File: src/rtl/exc_res_pkg.sv
package exc_res_pkg;

    localparam int MEM_FLT_W = 4;
    localparam int GRP_W     = 3;
    localparam int IDX_W     = 3;
    localparam int CODE_W    = GRP_W + IDX_W;
    localparam int NUM_GEN   = 8;

    // Order of the generic flag vectors inside the resolver
    localparam int G_BR_L12 = 0;
    localparam int G_SL_L12 = 1;
    localparam int G_BR_C2  = 2;
    localparam int G_SL_C2  = 3;
    localparam int G_BR_L3  = 4;
    localparam int G_SL_L3  = 5;
    localparam int G_BR_L4  = 6;
    localparam int G_SL_L4  = 7;

    typedef enum logic [GRP_W-1:0] {
        GRP_MEM = 3'd0,
        GRP_L12 = 3'd1,
        GRP_C2  = 3'd2,
        GRP_L3  = 3'd3,
        GRP_L4  = 3'd4
    } grp_e;

    localparam logic SRC_BR   = 1'b0;
    localparam logic SRC_SLOT = 1'b1;

    typedef struct packed {
        logic              hit;
        logic [IDX_W-1:0]  idx;
    } cand_t;

    typedef struct packed {
        logic              valid;
        logic [CODE_W-1:0] cause;
        logic              src;
        logic              xfer;
    } res_t;

    function automatic res_t make_res(grp_e g, logic [IDX_W-1:0] i, logic s, logic x);
        res_t r;
        r.valid = 1'b1;
        r.cause = {g, i};
        r.src   = s;
        r.xfer  = x;
        return r;
    endfunction

endpackage

File: src/rtl/exc_first_set.sv
module exc_first_set
    import exc_res_pkg::*;
#(
    parameter int W = 4
) (
    input  logic [W-1:0] flags,
    output cand_t        cand
);
    always_comb begin
        cand = '0;
        for (int i = W - 1; i >= 0; i--) begin
            if (flags[i]) begin
                cand.hit = 1'b1;
                cand.idx = IDX_W'(i);
            end
        end
    end
endmodule

File: src/rtl/exc_order_select.sv
module exc_order_select
    import exc_res_pkg::*;
(
    input  logic                 mode,
    input  logic                 slot_two_xfer,
    input  cand_t [1:0]          mem_c,
    input  cand_t [NUM_GEN-1:0]  gen_c,
    output res_t                 res
);
    always_comb begin
        res = '0;
        if (!mode) begin
            if (mem_c[0].hit)
                res = make_res(GRP_MEM, mem_c[0].idx, SRC_BR, 1'b0);
            else if (mem_c[1].hit)
                res = make_res(GRP_MEM, mem_c[1].idx, SRC_BR, 1'b1);
        end else begin
            if (gen_c[G_BR_L12].hit)
                res = make_res(GRP_L12, gen_c[G_BR_L12].idx, SRC_BR, 1'b0);
            else if (mem_c[0].hit)
                res = make_res(GRP_MEM, mem_c[0].idx, SRC_SLOT, 1'b0);
            else if (slot_two_xfer && mem_c[1].hit)
                res = make_res(GRP_MEM, mem_c[1].idx, SRC_SLOT, 1'b1);
            else if (gen_c[G_SL_L12].hit)
                res = make_res(GRP_L12, gen_c[G_SL_L12].idx, SRC_SLOT, 1'b0);
            else if (gen_c[G_BR_C2].hit)
                res = make_res(GRP_C2, gen_c[G_BR_C2].idx, SRC_BR, 1'b0);
            else if (gen_c[G_SL_C2].hit)
                res = make_res(GRP_C2, gen_c[G_SL_C2].idx, SRC_SLOT, 1'b0);
            else if (gen_c[G_BR_L3].hit)
                res = make_res(GRP_L3, gen_c[G_BR_L3].idx, SRC_BR, 1'b0);
            else if (gen_c[G_SL_L3].hit)
                res = make_res(GRP_L3, gen_c[G_SL_L3].idx, SRC_SLOT, 1'b0);
            else if (gen_c[G_BR_L4].hit)
                res = make_res(GRP_L4, gen_c[G_BR_L4].idx, SRC_BR, 1'b0);
            else if (gen_c[G_SL_L4].hit)
                res = make_res(GRP_L4, gen_c[G_SL_L4].idx, SRC_SLOT, 1'b0);
        end
    end
endmodule

File: src/rtl/exc_prio_resolver.sv
module exc_prio_resolver
    import exc_res_pkg::*;
#(
    parameter int NGEN = 4
) (
    input  logic                 clk,
    input  logic                 rst,
    input  logic                 req,
    input  logic                 mode,
    input  logic                 slot_two_xfer,
    input  logic [MEM_FLT_W-1:0] xfer0_flt,
    input  logic [MEM_FLT_W-1:0] xfer1_flt,
    input  logic [NGEN-1:0]      br_l12,
    input  logic [NGEN-1:0]      sl_l12,
    input  logic [NGEN-1:0]      br_c2,
    input  logic [NGEN-1:0]      sl_c2,
    input  logic [NGEN-1:0]      br_l3,
    input  logic [NGEN-1:0]      sl_l3,
    input  logic [NGEN-1:0]      br_l4,
    input  logic [NGEN-1:0]      sl_l4,
    output logic                 out_valid,
    output logic [CODE_W-1:0]    out_cause,
    output logic                 out_src,
    output logic                 out_xfer
);
    logic [NGEN-1:0]      gvec [NUM_GEN];
    logic [MEM_FLT_W-1:0] mvec [2];
    cand_t [NUM_GEN-1:0]  gen_c;
    cand_t [1:0]          mem_c;
    res_t                 res_d, res_q;

    assign gvec[G_BR_L12] = br_l12;
    assign gvec[G_SL_L12] = sl_l12;
    assign gvec[G_BR_C2]  = br_c2;
    assign gvec[G_SL_C2]  = sl_c2;
    assign gvec[G_BR_L3]  = br_l3;
    assign gvec[G_SL_L3]  = sl_l3;
    assign gvec[G_BR_L4]  = br_l4;
    assign gvec[G_SL_L4]  = sl_l4;
    assign mvec[0]        = xfer0_flt;
    assign mvec[1]        = xfer1_flt;

    for (genvar g = 0; g < NUM_GEN; g++) begin : g_gen_pick
        exc_first_set #(.W(NGEN)) u_pick (
            .flags (gvec[g]),
            .cand  (gen_c[g])
        );
    end

    for (genvar t = 0; t < 2; t++) begin : g_mem_pick
        exc_first_set #(.W(MEM_FLT_W)) u_pick (
            .flags (mvec[t]),
            .cand  (mem_c[t])
        );
    end

    exc_order_select u_sel (
        .mode          (mode),
        .slot_two_xfer (slot_two_xfer),
        .mem_c         (mem_c),
        .gen_c         (gen_c),
        .res           (res_d)
    );

    always_ff @(posedge clk) begin
        if (rst)
            res_q <= '0;
        else if (req)
            res_q <= res_d;
    end

    assign out_valid = res_q.valid;
    assign out_cause = res_q.cause;
    assign out_src   = res_q.src;
    assign out_xfer  = res_q.xfer;
endmodule

File: config.mk
export PLATFORM = sky130hd
export DESIGN_NAME = exc_prio_resolver
export DESIGN_NICKNAME = d
export VERILOG_FILES = /design/src/rtl/exc_res_pkg.sv /design/src/rtl/exc_first_set.sv /design/src/rtl/exc_order_select.sv /design/src/rtl/exc_prio_resolver.sv
export SDC_FILE = /design/constraint.sdc
export NUM_CORES = 1
export LEC_CHECK = 0
export ABC_AREA = 1
export BUFFER_PORTS_ARGS = -buffer_cell sky130_fd_sc_hd__buf_4
export CAP_MARGIN = 20
export CORE_AREA = 3 3 62 64
export DETAILED_ROUTE_END_ITERATION = 8
export DIE_AREA = 0 0 65 67
export PLACE_DENSITY = 0.76
export SLEW_MARGIN = 20
export SYNTH_ARGS = -nofsm -noshare
export SYNTH_HDL_FRONTEND = slang
export SYNTH_HIERARCHICAL = 1
export SYNTH_SLANG_ARGS = --single-unit
File: constraint.sdc
create_clock -name clk -period 1.5 [get_ports clk]
set_input_delay 0.075 -clock clk [delete_from_list [all_inputs] [get_ports clk]]
set_output_delay 0.075 -clock clk [all_outputs]
set_load 0.02 [all_outputs]
==> results.txt, run 1 <==
----------------------------------------------------
[Status]
  Result of the run ... finished, final reports clean

[Timing]
  Final critical-path share of the clock period ... 83.0%
  Post-Route Skew ... 0 ns
  Final hold violation count ... 0
  Worst setup slack after layout ... 0.254 ns
  Setup repair after global routing missed its margin ... no
  Min Clock Period, post-route ... 1.25 ns
  Max Freq ... 0.803 GHz
  Endpoints failing setup ... 0
  Max-slew violation count ... 0
  Setup TNS Final ... 0 ns
  Hold slack final ... 0.188 ns

[Floorplan]
  I/O pins ... 54
  Die width ... 65 µm
  Effective utilization at floorplan ... 40.0%
  Vert. Die Dim ... 67 µm
  Placeable core region ... 3340 µm²
  Site Rows ... 21
  Area of the die ... 4360 µm²

[Route]
  Detailed-route wire length per cell ... 8.22 µm
  Iteration count of the initial detailed-routing pass ... 4
  Routed via count divided by cell count ... 4.40
  DRT antenna net count ... 0
  Number of remaining DRC errors ... 0
  1st-iter DRT viols ... 44
  Detailed-route wire length ... 2930 µm
  Via count ... 1571

[Power]
  Internal power ... 514 µW
  Sequential fraction of design power ... 34.1%
  Worst-case vdd ir drop ... 0.139 mV
  Switching Share ... 33.0%
  Psw ... 253 µW
  Overall power after layout ... 768 µW
  Areal power density over the cells ... 438 nW/µm²
  Share of total power in combinational logic ... 42.6%
  Leakage ... 0.964 nW
  Relative contribution of the clock network to total power ... 23.3%

[Cells and area]
  Final core utilization ... 52.5%
  Area of all sequential standard cells ... 180 µm²
  Leading cell type in the layout, fill and taps excluded ... nand2_1
  Syn-to-layout area delta ... 31.1%
  Final std cell area, no fill ... 1750 µm²
  Commonest cells after routing, fill and taps aside ... 67 x nand2_1, 58 x buf_4, 54 x nor2_1, 43 x inv_1, 14 x nor3_1
  Fraction of final layout cells with drive strength greater than 1 ... 24.4%
  Final layout net count ... 357
  Fill cell total of the finished layout ... 360
  Final Instance Count excl. Fillers ... 357
  Antenna cells ... 0
  Area used by multi-input combinational logic ... 883 µm²

[Yosys]
  Synthesized flop and latch total ... 9
  Mean post-synth cell area ... 5.10 µm²
  Post-Synthesis Cells ... 262
  Total nets after synthesis ... 307
  Post-Syn Area ... 1340 µm²
  Syn. warnings ... 6
  Synth unique cells ... 23
  Fraction of the yosys area taken by sequential cells ... 13.5%

[Global routing]
  Number of antenna violations at the first check in global routing ... 0
  All-Layer GR Usage ... 14.1%
  Global route total overflow ... 0
  Number of global-route vias before repair ... 1329
  First-pass GRT wire length ... 5090 µm
  Largest net degree at the start of global routing ... 19

[CTS]
  Sinks on the clock net ... 9
  Max Buffers Root-to-Sink ... 2
  Number of H-tree levels ... 1
  Number of hold buffers added after cts ... 0
  Cell at the root of the clock tree ... clkbuf_4
  Clock buffer count from CTS ... 3
  CTS tree ... built
  Register clock-pin slew on the reported worst setup and hold paths ... 0.06 ns
  Clock insertion delay at the later pin of the skew report ... 0.25 ns

[Placed design]
  Total of buffers placed on input and output ports ... 53
  Total instance count after detailed placement ... 353
  Worst slack, placed ... -0.0676 ns
  Placement-stage cell area ... 1720 µm²
  Gpl congestion ... 0.849
  Post-DP HPWL ... 2570 µm

[Worst setup path]
  Worst Path Required ... 1.65 ns
  Worst endpoint data arrival time ... 1.40 ns
  Kind of critical path ... in2reg
  Top fanout value on the critical path ... 4
  Type of element capturing the critical path ... register
  Kind of launch point of the worst setup path ... primary input

[Worst hold path]
  Type of the worst min-delay path ... in2reg

[Flow run]
  Max-cap violations ... 0

----------------------------------------------------
-- cell usage after synthesis --
cell / n / area [µm²]
buf_4: 11 / 82.6
inv_2: 1 / 3.75
buf_8: 1 / 15.0
nand3_2: 1 / 10.0
o21a_1: 2 / 15.0
o22a_1: 1 / 8.76
dfxtp_1: 9 / 180
a311oi_1: 1 / 8.76
nand4_1: 1 / 6.26
conb_1: 10 / 37.5
a31oi_1: 5 / 31.3
buf_6: 1 / 11.3
a21oi_2: 10 / 87.6
nand2_1: 68 / 255
o21ai_0: 11 / 55.1
nor3_1: 14 / 70.1
nor2_1: 55 / 206
clkinv_1: 1 / 3.75
nand3_1: 6 / 30.0
inv_1: 43 / 161
o211ai_1: 2 / 15.0
nand2_2: 1 / 6.26
a21oi_1: 7 / 35.0
-- cell families after synthesis --
group                  after synthesis  share of synthesized area [%]
and+or+nand+nor                    146                           43.7
other                               10                           2.81
buffers and inverters               58                           20.8
DFF                                  9                           13.5
AOI/OAI and AO/OA                   39                           19.2
-- critical path, cell delays in order --
cell      delay [ns]
buf_4           0.11
nor2_1          0.13
nand2_1         0.14
nor2_2          0.17
nand3_1         0.10
o211ai_1        0.09
a21oi_1         0.08
o21ai_0         0.17
o21ai_0         0.11
inv_1           0.06
nand2_1         0.04
nand2_1         0.07
nor2_1          0.04
-- state kept, by name, indices dropped and copies added, names as in the netlist --
| signal | flops |
|---|---|
| out_valid | 1 |
| out_xfer | 1 |
| out_cause | 6 |
| out_src | 1 |
-- routing by layer --
| metal | global-route usage, % | vias up | routed length (µm) |
|---|---|---|---|
| li1 | - | 882 | - |
| met1 | 18.2 | 645 | 1420 |
| met2 | 24.4 | 42 | 1330 |
| met3 | 1.18 | 2 | 174 |
| met4 | 4.75 | 0 | 9 |
| met5 | 0 | - | 0 |
-- path summary, 6_finish.rpt --
kind                                   from                   endpoint  slack, ns  cells after the start
hold / removal                          req  out_cause[3]$_SDFFE_PP0P_       0.19                      3
hold reg to reg        out_src$_SDFFE_PP0P_       out_src$_SDFFE_PP0P_       0.47                      2
setup / recovery                   sl_l3[2]  out_cause[2]$_SDFFE_PP0P_       0.25                     13
setup reg to reg  out_cause[3]$_SDFFE_PP0P_  out_cause[3]$_SDFFE_PP0P_       0.95                      2
-- area by class of cell --
type / count / area share, %
flip-flops and latches: 9 / 10.3
well taps: 46 / 3.29
inverters: 45 / 9.64
repair buffers: 58 / 24.9
multi-input cells: 195 / 50.4
clock buffers: 4 / 1.50
-- power by group through the flow --
stage	logic [mW]	clock network, mW	registers (mW)
after floorplan	0.174	0	0.285
after global placement	0.322	0	0.267
after detailed placement	0.326	0	0.267
after CTS	0.327	0.187	0.262
after global routing	0.371	0.205	0.263
final	0.327	0.179	0.262
-- timing repair --
action	CTS	global route
setup endpoints to repair	0	2
buffers inserted	0	0
gates resized for setup	0	2
(Power assumes the default switching activity.)
==> inputs of run 2 (changes only) <==
Settings changed: ABC_AREA 1 to 0.
Clock period 1.5 ns to 1.2 ns, I/O delays scaled along.
==> run 2 against run 1 <==
  * Worst setup slack lost 0.22 ns
  * Largest power group unchanged
  * Sequential power is 21% higher
  * Highest routed layer unchanged
  * Routed wire length increased by 36%
  * Synthesized cell count is 21% lower
  * Critical path type unchanged
==> results.txt, run 2 <==
----------------------------------------------------
[Worst hold path]
  Worst hold path startpoint ... rst (was req)
  Type of the worst min-delay path ... in2reg (unchanged)
  Min-Delay Path Depth ... 2 (was 3)
  Worst hold path endpoint ... out_cause[1]$_SDFFE_PP0P_ (was out_cause[3]$_SDFFE_PP0P_)

[Global routing]
  Global route total overflow ... 0 (unchanged)
  Number of global-route vias before repair ... 1452 (was 1329)
  Largest net degree at the start of global routing ... 11 (was 19)
  First-pass GRT wire length ... 5660 µm (was 5090 µm)
  Number of antenna violations at the first check in global routing ... 0 (unchanged)
  All-Layer GR Usage ... 15.9% (was 14.1%)

[CTS]
  Sinks on the clock net ... 9 (unchanged)
  Clock insertion delay at the later pin of the skew report ... 0.27 ns (was 0.25 ns)
  CTS tree ... built (unchanged)
  Max Buffers Root-to-Sink ... 2 (unchanged)
  Number of H-tree levels ... 1 (unchanged)
  Cell at the root of the clock tree ... clkbuf_4 (unchanged)
  Number of hold buffers added after cts ... 0 (unchanged)
  Register clock-pin slew on the reported worst setup and hold paths ... 0.06 ns (about the same)
  Clock buffer count from CTS ... 3 (unchanged)

[Route]
  Routed via count divided by cell count ... 4.91 (was 4.40)
  Detailed-route wire length per cell ... 11.8 µm (was 8.22 µm)
  1st-iter DRT viols ... 59 (was 44)
  Number of remaining DRC errors ... 0 (unchanged)
  Iteration count of the initial detailed-routing pass ... 4 (unchanged)
  Via count ... 1666 (was 1571)
  Detailed-route wire length ... 3990 µm (was 2930 µm)
  DRT antenna net count ... 0 (unchanged)

[Worst setup path]
  Worst-path cell chain ... buf_4 > nor2_4 > nand2_4 > a211o_1 > a221o_1 > a31o_1 > mux2i_1 > nor2_1 (was buf_4 > nor2_1 > nand2_1 > nor2_2 > nand3_1 > o211ai_1 > a21oi_1 > o21ai_0 > o21ai_0 > inv_1 > nand2_1 > nand2_1 > nor2_1)
  Worst endpoint data arrival time ... 1.33 ns (was 1.40 ns)
  Kind of critical path ... in2reg (unchanged)
  Type of element capturing the critical path ... register (unchanged)
  Worst path top cell family by delay ... compound AO/OA/AOI/OAI gates (was simple AND/OR/NAND/NOR gates)
  Master of the slowest instance on the critical path ... a221o_1 (was nor2_2)
  Worst Path Required ... 1.36 ns (was 1.65 ns)
  CP Buf/Inv Count ... 1 (was 2)
  Top fanout value on the critical path ... 7 (was 4)
  Critical R2R Launch ... out_cause[1]$_SDFFE_PP0P_ (was out_cause[3]$_SDFFE_PP0P_)
  Crit. path cell count ... 8 (was 13)
  Reg2reg end ... out_cause[1]$_SDFFE_PP0P_ (was out_cause[3]$_SDFFE_PP0P_)
  Minimum setup slack among reg-to-reg paths ... 0.60 ns (was 0.95 ns)
  Crit path largest cell delay ... 0.27 ns (was 0.17 ns)
  Worst R2R Path Depth ... 2 (unchanged)
  Kind of launch point of the worst setup path ... primary input (unchanged)

[Yosys]
  Top-count cell post-synth ... nor2_1 (was nand2_1)
  Dominant register cell in the synthesized netlist ... dfxtp_1 (unchanged)
  Fraction of the yosys area taken by sequential cells ... 13.4% (was 13.5%)
  Synthesized flop and latch total ... 9 (unchanged)
  Mean post-synth cell area ... 6.47 µm² (was 5.10 µm²)
  Post-Synthesis Cells ... 208 (was 262)
  Most area-consuming cells after synthesis ... dfxtp_1 13%, nor2_1 10%, mux2i_1 7.4% (was nand2_1 19%, nor2_1 15%, dfxtp_1 13%)
  Total nets after synthesis ... 253 (was 307)
  Syn. warnings ... 6 (unchanged)
  Area share of the largest cell type after synthesis ... 13.4% (was 19.1%)
  Most used standard cells in the synthesized netlist ... 36 x nor2_1, 21 x nand2_1, 15 x inv_1 (was 68 x nand2_1, 55 x nor2_1, 43 x inv_1)
  Cell type with the highest aggregate area in the netlist ... dfxtp_1 (was nand2_1)
  Post-Syn Area ... 1350 µm² (was 1340 µm²)
  Fraction of registers with async set/reset ... 0% (unchanged)
  Synth unique cells ... 36 (was 23)
  Number of synthesized flops with an enable pin ... 0 (unchanged)

[Cells and area]
  Fraction of final layout cells with drive strength greater than 1 ... 52.6% (was 24.4%)
  Final std cell area, no fill ... 2260 µm² (was 1750 µm²)
  Syn-to-layout area delta ... 68.0% (was 31.1%)
  Commonest cells after routing, fill and taps aside ... 93 x buf_4, 19 x nor2_1, 15 x inv_1, 12 x a21oi_2, 12 x nand2_1 (was 67 x nand2_1, 58 x buf_4, 54 x nor2_1, 43 x inv_1, 14 x nor3_1)
  Leading cell type in the layout, fill and taps excluded ... buf_4 (was nand2_1)
  Area used by multi-input combinational logic ... 1180 µm² (was 883 µm²)
  Antenna cells ... 0 (unchanged)
  Final core utilization ... 67.7% (was 52.5%)
  Final layout net count ... 339 (was 357)
  Max FFs per register ... 6 (unchanged)
  Area of all sequential standard cells ... 180 µm² (unchanged)
  Fill cell total of the finished layout ... 267 (was 360)

[Timing]
  Max Freq ... 0.856 GHz
  Setup repair after global routing missed its margin ... yes (was no)
  Post-Route Skew ... 0 ns (unchanged)
  Endpoints failing setup ... 0 (unchanged)
  Min Clock Period, post-route ... 1.17 ns
  Final critical-path share of the clock period ... 97.3%
  Final hold violation count ... 0 (unchanged)
  Setup TNS Final ... 0 ns (unchanged)
  Max-slew violation count ... 0 (unchanged)

[Flow run]
  Max-cap violations ... 0 (unchanged)

[Floorplan]
  Site Rows ... 21 (unchanged)
  Area of the die ... 4360 µm² (unchanged)
  I/O pins ... 54 (unchanged)
  Effective utilization at floorplan ... 40.3% (was 40.0%)
  Placeable core region ... 3340 µm² (unchanged)
  Die width ... 65 µm (unchanged)
  Vert. Die Dim ... 67 µm (unchanged)

[Power]
  Areal power density over the cells ... 495 nW/µm² (was 438 nW/µm²)
  Leakage ... 1.10 nW (was 0.964 nW)
  Worst-case vdd ir drop ... 0.449 mV (was 0.139 mV)

[Placed design]
  Total of buffers placed on input and output ports ... 53 (unchanged)
  Placement-stage cell area ... 2000 µm² (was 1720 µm²)
  Gpl congestion ... 0.854 (was 0.849)
  Post-DP HPWL ... 2920 µm (was 2570 µm)

[Status]
  Result of the run ... finished, final reports clean (unchanged)

----------------------------------------------------
[run 2: changes by cell type after synthesis, moves of 7 or more]
cell | previous run | this run
nand2_1 | 68 | 21
inv_1 | 43 | 15
nor2_1 | 55 | 36
nand2b_1 | 0 | 12
mux2i_1 | 0 | 10
o21ai_0 | 11 | 4
o21ai_1 | 0 | 7
[run 2: how the worst max path moves through the flow]
stage | startpoint | end | slack, ns
4_1_cts | xfer0_flt[0] | out_cause[1]$_SDFFE_PP0P_ | 0.006
3_5_place_dp | br_c2[2] | out_cause[1]$_SDFFE_PP0P_ | -0.35
2_1_floorplan | br_l3[3] | out_cause[1]$_SDFFE_PP0P_ | -0.09
6_report | sl_l3[2] | out_cause[1]$_SDFFE_PP0P_ | 0.03
3_3_place_gp | br_c2[2] | out_cause[1]$_SDFFE_PP0P_ | -0.33
5_1_grt | sl_l3[2] | out_cause[0]$_SDFFE_PP0P_ | -0.05
[run 2: kinds of logic (layout without fill, tap and decap cells)]
logic type      count (synthesis)  in the layout  share of synthesized area [%]
simple gates                   95             96                           35.0
compound gates                 51             51                           27.8
buf+inv                        33            117                           13.6
other cells                    10             10                           2.79
mux                            10             10                           7.44
flops                           9              9                           13.4
[run 2: worst register-to-register path, delay by kind of cell, from the launching register on]
kind / cells / cell delay [ns]
muxes: 1 / 0.12
and+or+nand+nor: 1 / 0.06
DFF: 1 / 0.32
[run 2: layout make-up]
class | instances | share of cell area, %
inverter | 15 | 2.49
timing repair buffer | 98 | 33.6
tap | 46 | 2.55
sequential | 9 | 7.97
clock buffer | 4 | 1.16
multi-input combinational | 167 | 52.3
[run 2: what timing repair did]
| item | in CTS | in global routing |
|---|---|---|
| setup endpoints to repair | 3 | 8 |
| pin swaps | 5 | 11 |
| cloned | 0 | 1 |
| buffers inserted | 2 | 3 |
| gates resized for setup | 13 | 34 |
[run 2: routing by layer]
metal  GRT usage [%]  part of all wire, %
met1            20.1                   45
met2            27.3                   47
met3            2.87                  6.9
met4            4.75                 0.85
met5               0                    0
[run 2: metrics by stage]
step / cells / setup WS (ns) / power (mW) / hold slack (ns)
after floorplan: 208 / -0.0861 / 0.574 / 0.343
after global placement: 329 / -0.333 / 0.798 / 0.300
after detailed placement: 329 / -0.350 / 0.808 / 0.312
after CTS: 335 / 0.00613 / 1.07 / 0.0253
after global routing: 339 / -0.0482 / 1.20 / 0.0370
final: 339 / 0.0319 / 1.12 / 0.0248
[run 2: report_power, final]
group	total [mW]	leakage (nW)	switching [mW]	internal (mW)
registers	0.318	0.0736	0.00710	0.311
logic	0.566	1.01	0.267	0.299
clock network	0.236	0.0150	0.108	0.128
total	1.12	1.10	0.381	0.738
